<file path="src/rtl/radio_mode_pkg.sv">
package radio_mode_pkg;

    typedef enum logic [3:0] {
        ST_OFF,
        ST_BOOT,
        ST_IDLE,
        ST_HIB,
        ST_HIB_WAKE,
        ST_DOZE,
        ST_DOZE_WAKE,
        ST_RX_WARM,
        ST_RX,
        ST_TX_WARM,
        ST_TX
    } rmc_state_e;

    localparam logic [1:0] CMD_NOP  = 2'd0;
    localparam logic [1:0] CMD_HIB  = 2'd1;
    localparam logic [1:0] CMD_DOZE = 2'd2;
    localparam logic [1:0] CMD_SEQ  = 2'd3;

    localparam logic [2:0] MODE_OFF  = 3'd0;
    localparam logic [2:0] MODE_HIB  = 3'd1;
    localparam logic [2:0] MODE_DOZE = 3'd2;
    localparam logic [2:0] MODE_IDLE = 3'd3;
    localparam logic [2:0] MODE_RX   = 3'd4;
    localparam logic [2:0] MODE_TX   = 3'd5;

    typedef struct packed {
        logic       osc_en;
        logic       spi_en;
        logic       rx_en;
        logic       tx_en;
        logic       out_of_idle;
        logic [2:0] mode;
    } rmc_out_t;

    typedef struct packed {
        rmc_state_e st;
        logic       irq;
    } rmc_reg_t;

endpackage

</file>
<file path="src/rtl/rmc_delay_ctr.sv">
module rmc_delay_ctr #(
    parameter int W = 8
) (
    input  logic         clk,
    input  logic         rst_n,
    input  logic         load,
    input  logic [W-1:0] load_val,
    output logic         expired
);
    logic [W-1:0] cnt_d, cnt_q;

    always_comb begin
        cnt_d = cnt_q;
        if (load)
            cnt_d = load_val;
        else if (cnt_q != '0)
            cnt_d = cnt_q - 1'b1;
    end

    always_ff @(posedge clk or negedge rst_n) begin
        if (!rst_n) cnt_q <= '0;
        else        cnt_q <= cnt_d;
    end

    assign expired = (cnt_q == '0);


    ctr_no_wrap_chk: assert property (@(posedge clk) disable iff (!rst_n)
        (!load && cnt_q == '0) |=> (cnt_q == '0));
endmodule

</file>
<file path="src/rtl/rmc_rise_det.sv">
module rmc_rise_det (
    input  logic clk,
    input  logic rst_n,
    input  logic din,
    output logic rise
);
    logic lvl_d, lvl_q;

    always_comb lvl_d = din;

    always_ff @(posedge clk or negedge rst_n) begin
        if (!rst_n) lvl_q <= 1'b0;
        else        lvl_q <= lvl_d;
    end

    assign rise = din & ~lvl_q;
endmodule

</file>
<file path="src/rtl/rmc_mode_decode.sv">
module rmc_mode_decode
    import radio_mode_pkg::*;
(
    input  rmc_state_e st,
    output rmc_out_t   outs
);
    always_comb begin
        outs = '0;
        unique case (st)
            ST_OFF:       outs.mode = MODE_OFF;
            ST_BOOT:      begin outs.mode = MODE_OFF;  outs.osc_en = 1'b1; end
            ST_IDLE:      begin outs.mode = MODE_IDLE; outs.osc_en = 1'b1; outs.spi_en = 1'b1; end
            ST_HIB:       outs.mode = MODE_HIB;
            ST_HIB_WAKE:  begin outs.mode = MODE_HIB;  outs.osc_en = 1'b1; end
            ST_DOZE,
            ST_DOZE_WAKE: begin outs.mode = MODE_DOZE; outs.osc_en = 1'b1; end
            ST_RX_WARM,
            ST_RX: begin
                outs.mode        = MODE_RX;
                outs.osc_en      = 1'b1;
                outs.spi_en      = 1'b1;
                outs.out_of_idle = 1'b1;
                outs.rx_en       = (st == ST_RX);
            end
            ST_TX_WARM,
            ST_TX: begin
                outs.mode        = MODE_TX;
                outs.osc_en      = 1'b1;
                outs.spi_en      = 1'b1;
                outs.out_of_idle = 1'b1;
                outs.tx_en       = (st == ST_TX);
            end
            default:      outs.mode = MODE_OFF;
        endcase
    end
endmodule

</file>
<file path="src/rtl/radio_mode_ctrl.sv">
module radio_mode_ctrl
    import radio_mode_pkg::*;
#(
    parameter int CLK_MHZ      = 16,
    parameter int BOOT_US      = 25000,
    parameter int HIB_WAKE_US  = 20000,
    parameter int DOZE_WAKE_US = 300,
    parameter int TRX_WARM_US  = 144
) (
    input  logic       clk,
    input  logic       rst_n,
    input  logic       attn_n,
    input  logic       trx_en,
    input  logic       seq_sel,
    input  logic       cmd_valid,
    input  logic [1:0] cmd_code,
    input  logic       tmr_match,
    input  logic       seq_done,
    output logic       osc_en,
    output logic       spi_en,
    output logic       rx_en,
    output logic       tx_en,
    output logic       out_of_idle,
    output logic       irq,
    output logic [2:0] mode
);
    localparam int BOOT_CYC = BOOT_US * CLK_MHZ;
    localparam int HIB_CYC  = HIB_WAKE_US * CLK_MHZ;
    localparam int DOZE_CYC = DOZE_WAKE_US * CLK_MHZ;
    localparam int TRX_CYC  = TRX_WARM_US * CLK_MHZ;
    localparam int MAX_AB   = (BOOT_CYC > HIB_CYC) ? BOOT_CYC : HIB_CYC;
    localparam int MAX_CD   = (DOZE_CYC > TRX_CYC) ? DOZE_CYC : TRX_CYC;
    localparam int MAX_CYC  = (MAX_AB > MAX_CD) ? MAX_AB : MAX_CD;
    localparam int CW       = $clog2(MAX_CYC + 1);

    localparam logic [CW-1:0] BOOT_LD = CW'(BOOT_CYC - 1);
    localparam logic [CW-1:0] HIB_LD  = CW'(HIB_CYC - 1);
    localparam logic [CW-1:0] DOZE_LD = CW'(DOZE_CYC - 1);
    localparam logic [CW-1:0] TRX_LD  = CW'(TRX_CYC - 1);

    rmc_reg_t      reg_d, reg_q;
    logic          ld;
    logic [CW-1:0] ld_val;
    logic          expired;
    logic          trx_rise;
    rmc_out_t      outs;

    rmc_delay_ctr #(.W(CW)) u_ctr (
        .clk      (clk),
        .rst_n    (rst_n),
        .load     (ld),
        .load_val (ld_val),
        .expired  (expired)
    );

    rmc_rise_det u_rise (
        .clk   (clk),
        .rst_n (rst_n),
        .din   (trx_en),
        .rise  (trx_rise)
    );

    rmc_mode_decode u_dec (
        .st   (reg_q.st),
        .outs (outs)
    );

    always_comb begin
        reg_d     = reg_q;
        reg_d.irq = 1'b0;
        ld        = 1'b0;
        ld_val    = '0;
        unique case (reg_q.st)
            ST_OFF: begin
                reg_d.st = ST_BOOT;
                ld       = 1'b1;
                ld_val   = BOOT_LD;
            end
            ST_BOOT: if (expired) reg_d.st = ST_IDLE;
            ST_IDLE: begin
                if (trx_rise || (cmd_valid && cmd_code == CMD_SEQ && trx_en)) begin
                    reg_d.st = seq_sel ? ST_TX_WARM : ST_RX_WARM;
                    ld       = 1'b1;
                    ld_val   = TRX_LD;
                end else if (cmd_valid && cmd_code == CMD_HIB) begin
                    reg_d.st = ST_HIB;
                end else if (cmd_valid && cmd_code == CMD_DOZE) begin
                    reg_d.st = ST_DOZE;
                end
            end
            ST_HIB: if (!attn_n) begin
                reg_d.st = ST_HIB_WAKE;
                ld       = 1'b1;
                ld_val   = HIB_LD;
            end
            ST_HIB_WAKE:  if (expired) reg_d.st = ST_IDLE;
            ST_DOZE: if (!attn_n || tmr_match) begin
                reg_d.st = ST_DOZE_WAKE;
                ld       = 1'b1;
                ld_val   = DOZE_LD;
            end
            ST_DOZE_WAKE: if (expired) reg_d.st = ST_IDLE;
            ST_RX_WARM: begin
                if (!trx_en)      reg_d.st = ST_IDLE;
                else if (expired) reg_d.st = ST_RX;
            end
            ST_TX_WARM: begin
                if (!trx_en)      reg_d.st = ST_IDLE;
                else if (expired) reg_d.st = ST_TX;
            end
            ST_RX,
            ST_TX: begin
                if (!trx_en) begin
                    reg_d.st = ST_IDLE;
                end else if (seq_done) begin
                    reg_d.st  = ST_IDLE;
                    reg_d.irq = 1'b1;
                end
            end
            default: reg_d.st = ST_OFF;
        endcase
    end

    always_ff @(posedge clk or negedge rst_n) begin
        if (!rst_n) reg_q <= '{st: ST_OFF, irq: 1'b0};
        else        reg_q <= reg_d;
    end

    assign osc_en      = outs.osc_en;
    assign spi_en      = outs.spi_en;
    assign rx_en       = outs.rx_en;
    assign tx_en       = outs.tx_en;
    assign out_of_idle = outs.out_of_idle;
    assign mode        = outs.mode;
    assign irq         = reg_q.irq;


    rx_tx_excl_chk: assert property (@(posedge clk) disable iff (!rst_n)
        !(rx_en && tx_en));


    irq_pulse_chk: assert property (@(posedge clk) disable iff (!rst_n)
        irq |=> !irq);


    irq_source_chk: assert property (@(posedge clk) disable iff (!rst_n)
        irq |-> ($past(rx_en || tx_en) && mode == MODE_IDLE));


    force_idle_chk: assert property (@(posedge clk) disable iff (!rst_n)
        (out_of_idle && !trx_en) |=> (mode == MODE_IDLE && !irq));


    hib_entry_chk: assert property (@(posedge clk) disable iff (!rst_n)
        (mode != MODE_HIB && mode != MODE_IDLE) |=> (mode != MODE_HIB));


    hib_quiet_chk: assert property (@(posedge clk) disable iff (!rst_n)
        (mode == MODE_HIB) |-> !spi_en);


    ooi_mode_chk: assert property (@(posedge clk) disable iff (!rst_n)
        out_of_idle |-> (mode == MODE_RX || mode == MODE_TX));
endmodule

</file>
<file path="config.mk">
export PLATFORM = sky130hd
export DESIGN_NAME = radio_mode_ctrl
export DESIGN_NICKNAME = d
export VERILOG_FILES = /design/src/rtl/radio_mode_pkg.sv /design/src/rtl/rmc_delay_ctr.sv /design/src/rtl/rmc_rise_det.sv /design/src/rtl/rmc_mode_decode.sv /design/src/rtl/radio_mode_ctrl.sv
export SDC_FILE = /design/constraint.sdc
export NUM_CORES = 1
export LEC_CHECK = 0
export ABC_AREA = 1
export CORE_ASPECT_RATIO = 0.75
export CORE_MARGIN = 2
export CORE_UTILIZATION = 35
export CTS_CLUSTER_DIAMETER = 40
export DETAILED_ROUTE_END_ITERATION = 12
export GPL_TIMING_DRIVEN = 0
export PLACE_DENSITY = 0.67
export SLEW_MARGIN = 5
export SYNTH_ARGS = -nofsm -noshare
export SYNTH_HDL_FRONTEND = slang
export SYNTH_HIERARCHICAL = 1
export SYNTH_SLANG_ARGS = --single-unit
</file>
<file path="constraint.sdc">
create_clock -name clk -period 2.1 [get_ports clk]
set_input_delay 0.315 -clock clk [delete_from_list [all_inputs] [get_ports clk]]
set_output_delay 0.315 -clock clk [all_outputs]
set_load 0.1 [all_outputs]
</file>
==> qor.csv <==
stage;metric;value;unit
status;status;complete, no violations;
logic_synthesis;Post-synth EDFFs;0;
global_route;initial antenna violation count;0;
logic_synthesis;Syn Inst Count;336;
sta;Final WS setup;0.0670;ns
hold_path;min-delay worst type;primary input to register;
sta;min Tclk post-route;2.03;ns
sta;pins over their slew limit;0;
logic_synthesis;post-synthesis sequential area ratio;29.7;%
clocking;Clock Path Buffers;2;
final_layout;Core Util, Final;43.1;%
die;Core Rows;24;
detailed_routing;drt wl/cell;11.6;microns
hold_path;hold path depth;1;
sta;f_max;0.492;GHz
worst_setup_path;WP buf/inv;1;
detailed_routing;DRC;0;
die;Initial Utilization;36.2;%
worst_setup_path;slowest stage delay, CP;1.12;ns
worst_setup_path;worst reg2reg path depth;10;
die;Ports;19;
die;Die Wd;93.6;microns
worst_setup_path;Critical Path RT;1.78;ns
logic_synthesis;Post-synth ARST share;100;%
clocking;H-tree depth;1;
clocking;clk sinks;25;
final_layout;nets;376;
die;DIE AREA;6670;sq um
worst_setup_path;crit-path cells;clkdlybuf4s50_1;
detailed_routing;vias per cell;4.73;
logic_synthesis;Distinct cells, synth;31;
hold_path;hold path startpoint;trx_en;
flow_run;Max Cap Viol;0;
sta;Setup TNS;0;ns
detailed_routing;via count;2089;
worst_setup_path;Max FO, Critical Path;1;
worst_setup_path;Slowest-stage cell, CP;clkdlybuf4s50_1;
logic_synthesis;dominant cells by area after synthesis;dfrtp_1 30%, nand2_1 20%, inv_1 7.8%, nor2_1 7.3%, nand3_1 7.1%;
sta;# setup viols final;0;
final_layout;most common cell after layout, fill and taps aside;nand2_1;
clocking;Clk Latency, worst-skew pair;0.27;ns
global_route;largest net degree at the start of global routing;26;
final_layout;layout cells sized above 1;19.0;%
worst_setup_path;CP delay by family, top;buffers and inverters;
sta;Final Skew;0.00189;ns
die;Core Region;5830;sq um
worst_setup_path;CP Class;register to output port;
logic_synthesis;Yosys top cell by area;dfrtp_1;
worst_setup_path;FF-to-FF End;reg_q[1]$_DFFE_PN0P_;
detailed_routing;Final ANT Viol Nets;0;
final_layout;area added between synthesis and finish;19.0;%
worst_setup_path;Setup crit start kind;register;
logic_synthesis;syn avg cell area;6.28;sq um
global_route;GRT Util Overall;15.6;%
hold_path;Worst Hold End;u_rise/lvl_q$_DFF_PN0_;
die;Die H;71.2;microns
logic_synthesis;Ys Warns;6;
clocking;CTS Buf Count;3;
worst_setup_path;Reg-to-Reg Start;u_ctr/cnt_q[0]$_DFFE_PN0P_;
sta;Final Hold Viols;0;
final_layout;ant diodes;0;
logic_synthesis;top_reg_cell synth;dfrtp_1;
placed_design;DP Wirelength;3850;microns
clocking;clk slew on worst S/H paths;0.08;ns
global_route;total gr overflow;0;
worst_setup_path;arrival time worst endpoint;1.72;ns
logic_synthesis;Synth top area share;29.7;%
clocking;root buffer selected by CTS;clkbuf_8;
clocking;CTS tree;built;
sta;post-route clock period utilization;96.8;%
detailed_routing;Detailed Route WL;5120;microns
global_route;first-pass GRT wire length;8460;microns
placed_design;Port Buffers;18;
worst_setup_path;CP endpoint kind;output port;
global_route;vias in the first global route;1864;
logic_synthesis;Seq cells post-synth;25;
detailed_routing;1st-pass router iterations;5;
placed_design;Setup WS pre-CTS;-0.711;ns
sta;Slew headroom;22.5;%
logic_synthesis;cell area after synthesis;2110;sq um
worst_setup_path;worst reg2reg setup slack;0.14;ns
placed_design;gpl congestion;0.895;
final_layout;most frequent cells in the layout;111 x nand2_1, 42 x inv_1, 39 x nor2_1;
sta;Worst Tran Pin Value;1.16;ns
detailed_routing;Starting DRT DRC Count;159;
[worst max-delay path by stage]
stage | cells past startpoint | end | slack, ns | start
after floorplan | 2 | rx_en | -0.04 | reg_q[1]$_DFFE_PN0P_
after global placement | 13 | u_ctr/cnt_q[14]$_DFFE_PN0P_ | -0.73 | trx_en
after detailed placement | 13 | u_ctr/cnt_q[16]$_DFFE_PN0P_ | -0.71 | trx_en
after CTS | 10 | u_ctr/cnt_q[18]$_DFFE_PN0P_ | 0.002 | reg_q[4]$_DFFE_PN0P_
after global routing | 11 | u_ctr/cnt_q[16]$_DFFE_PN0P_ | -0.0007 | reg_q[4]$_DFFE_PN0P_
final | 1 | irq | 0.07 | irq$_DFF_PN0_
[timing repair]
| item | 4_1_cts | 5_1_grt |
|---|---|---|
| setup endpoints to repair | 31 | 27 |
| resized for setup | 42 | 22 |
| pin swaps | 0 | 2 |
| hold buffers | 0 | 0 |
| setup buffers | 0 | 5 |
[flip-flops by register name (all words and copies together), names as in the netlist]
signal	count
u_rise/lvl_q	1
irq	1
u_ctr/cnt_q	19
reg_q	4
[metal layers]
layer / part of all wire, % / track usage, %
met1: 51 / 24.6
met2: 42 / 22.9
met3: 5.8 / 2.42
met4: 1.0 / 2.90
met5: 0 / 0
[final cells by class]
class | count | area [sq um]
buffer | 5 | 42.5
clock buffer | 4 | 45.0
fill | 605 | 3310
inverter | 50 | 188
multi-input combinational | 257 | 1320
sequential | 25 | 631
tap | 78 | 97.6
timing repair buffer | 23 | 189
[cells by family after synthesis]
group / count (synthesis) / synth area share [%]
compound gates: 24 / 6.88
xor+xnor: 6 / 2.49
fa+ha+maj: 1 / 0.593
buf+inv: 55 / 10.5
flops: 25 / 29.7
other cells: 1 / 0.178
simple gates: 224 / 49.7
[cells in the mapped netlist (4+ instances only)]
cell	count
nand2_1	113
dfrtp_1	25
o21ai_0	9
xnor2_1	4
nor3_1	5
nand3_1	30
inv_1	44
nand4_1	6
nor2_1	41
a21oi_1	7
nor2_2	5
nand2_2	9
nor2_4	6
inv_2	6
[through the flow]
stage	area [sq um]	cells	hold WS, ns
finish	2510	442	0.443
global route	2510	442	0.448
CTS	2470	437	0.429
detailed placement	2400	433	0.505
global placement	2400	433	0.498
floorplan	2120	337	0.0194
Power is not shown: default switching activity piles up to over one toggle a cycle in this logic, so the estimate is an artifact.
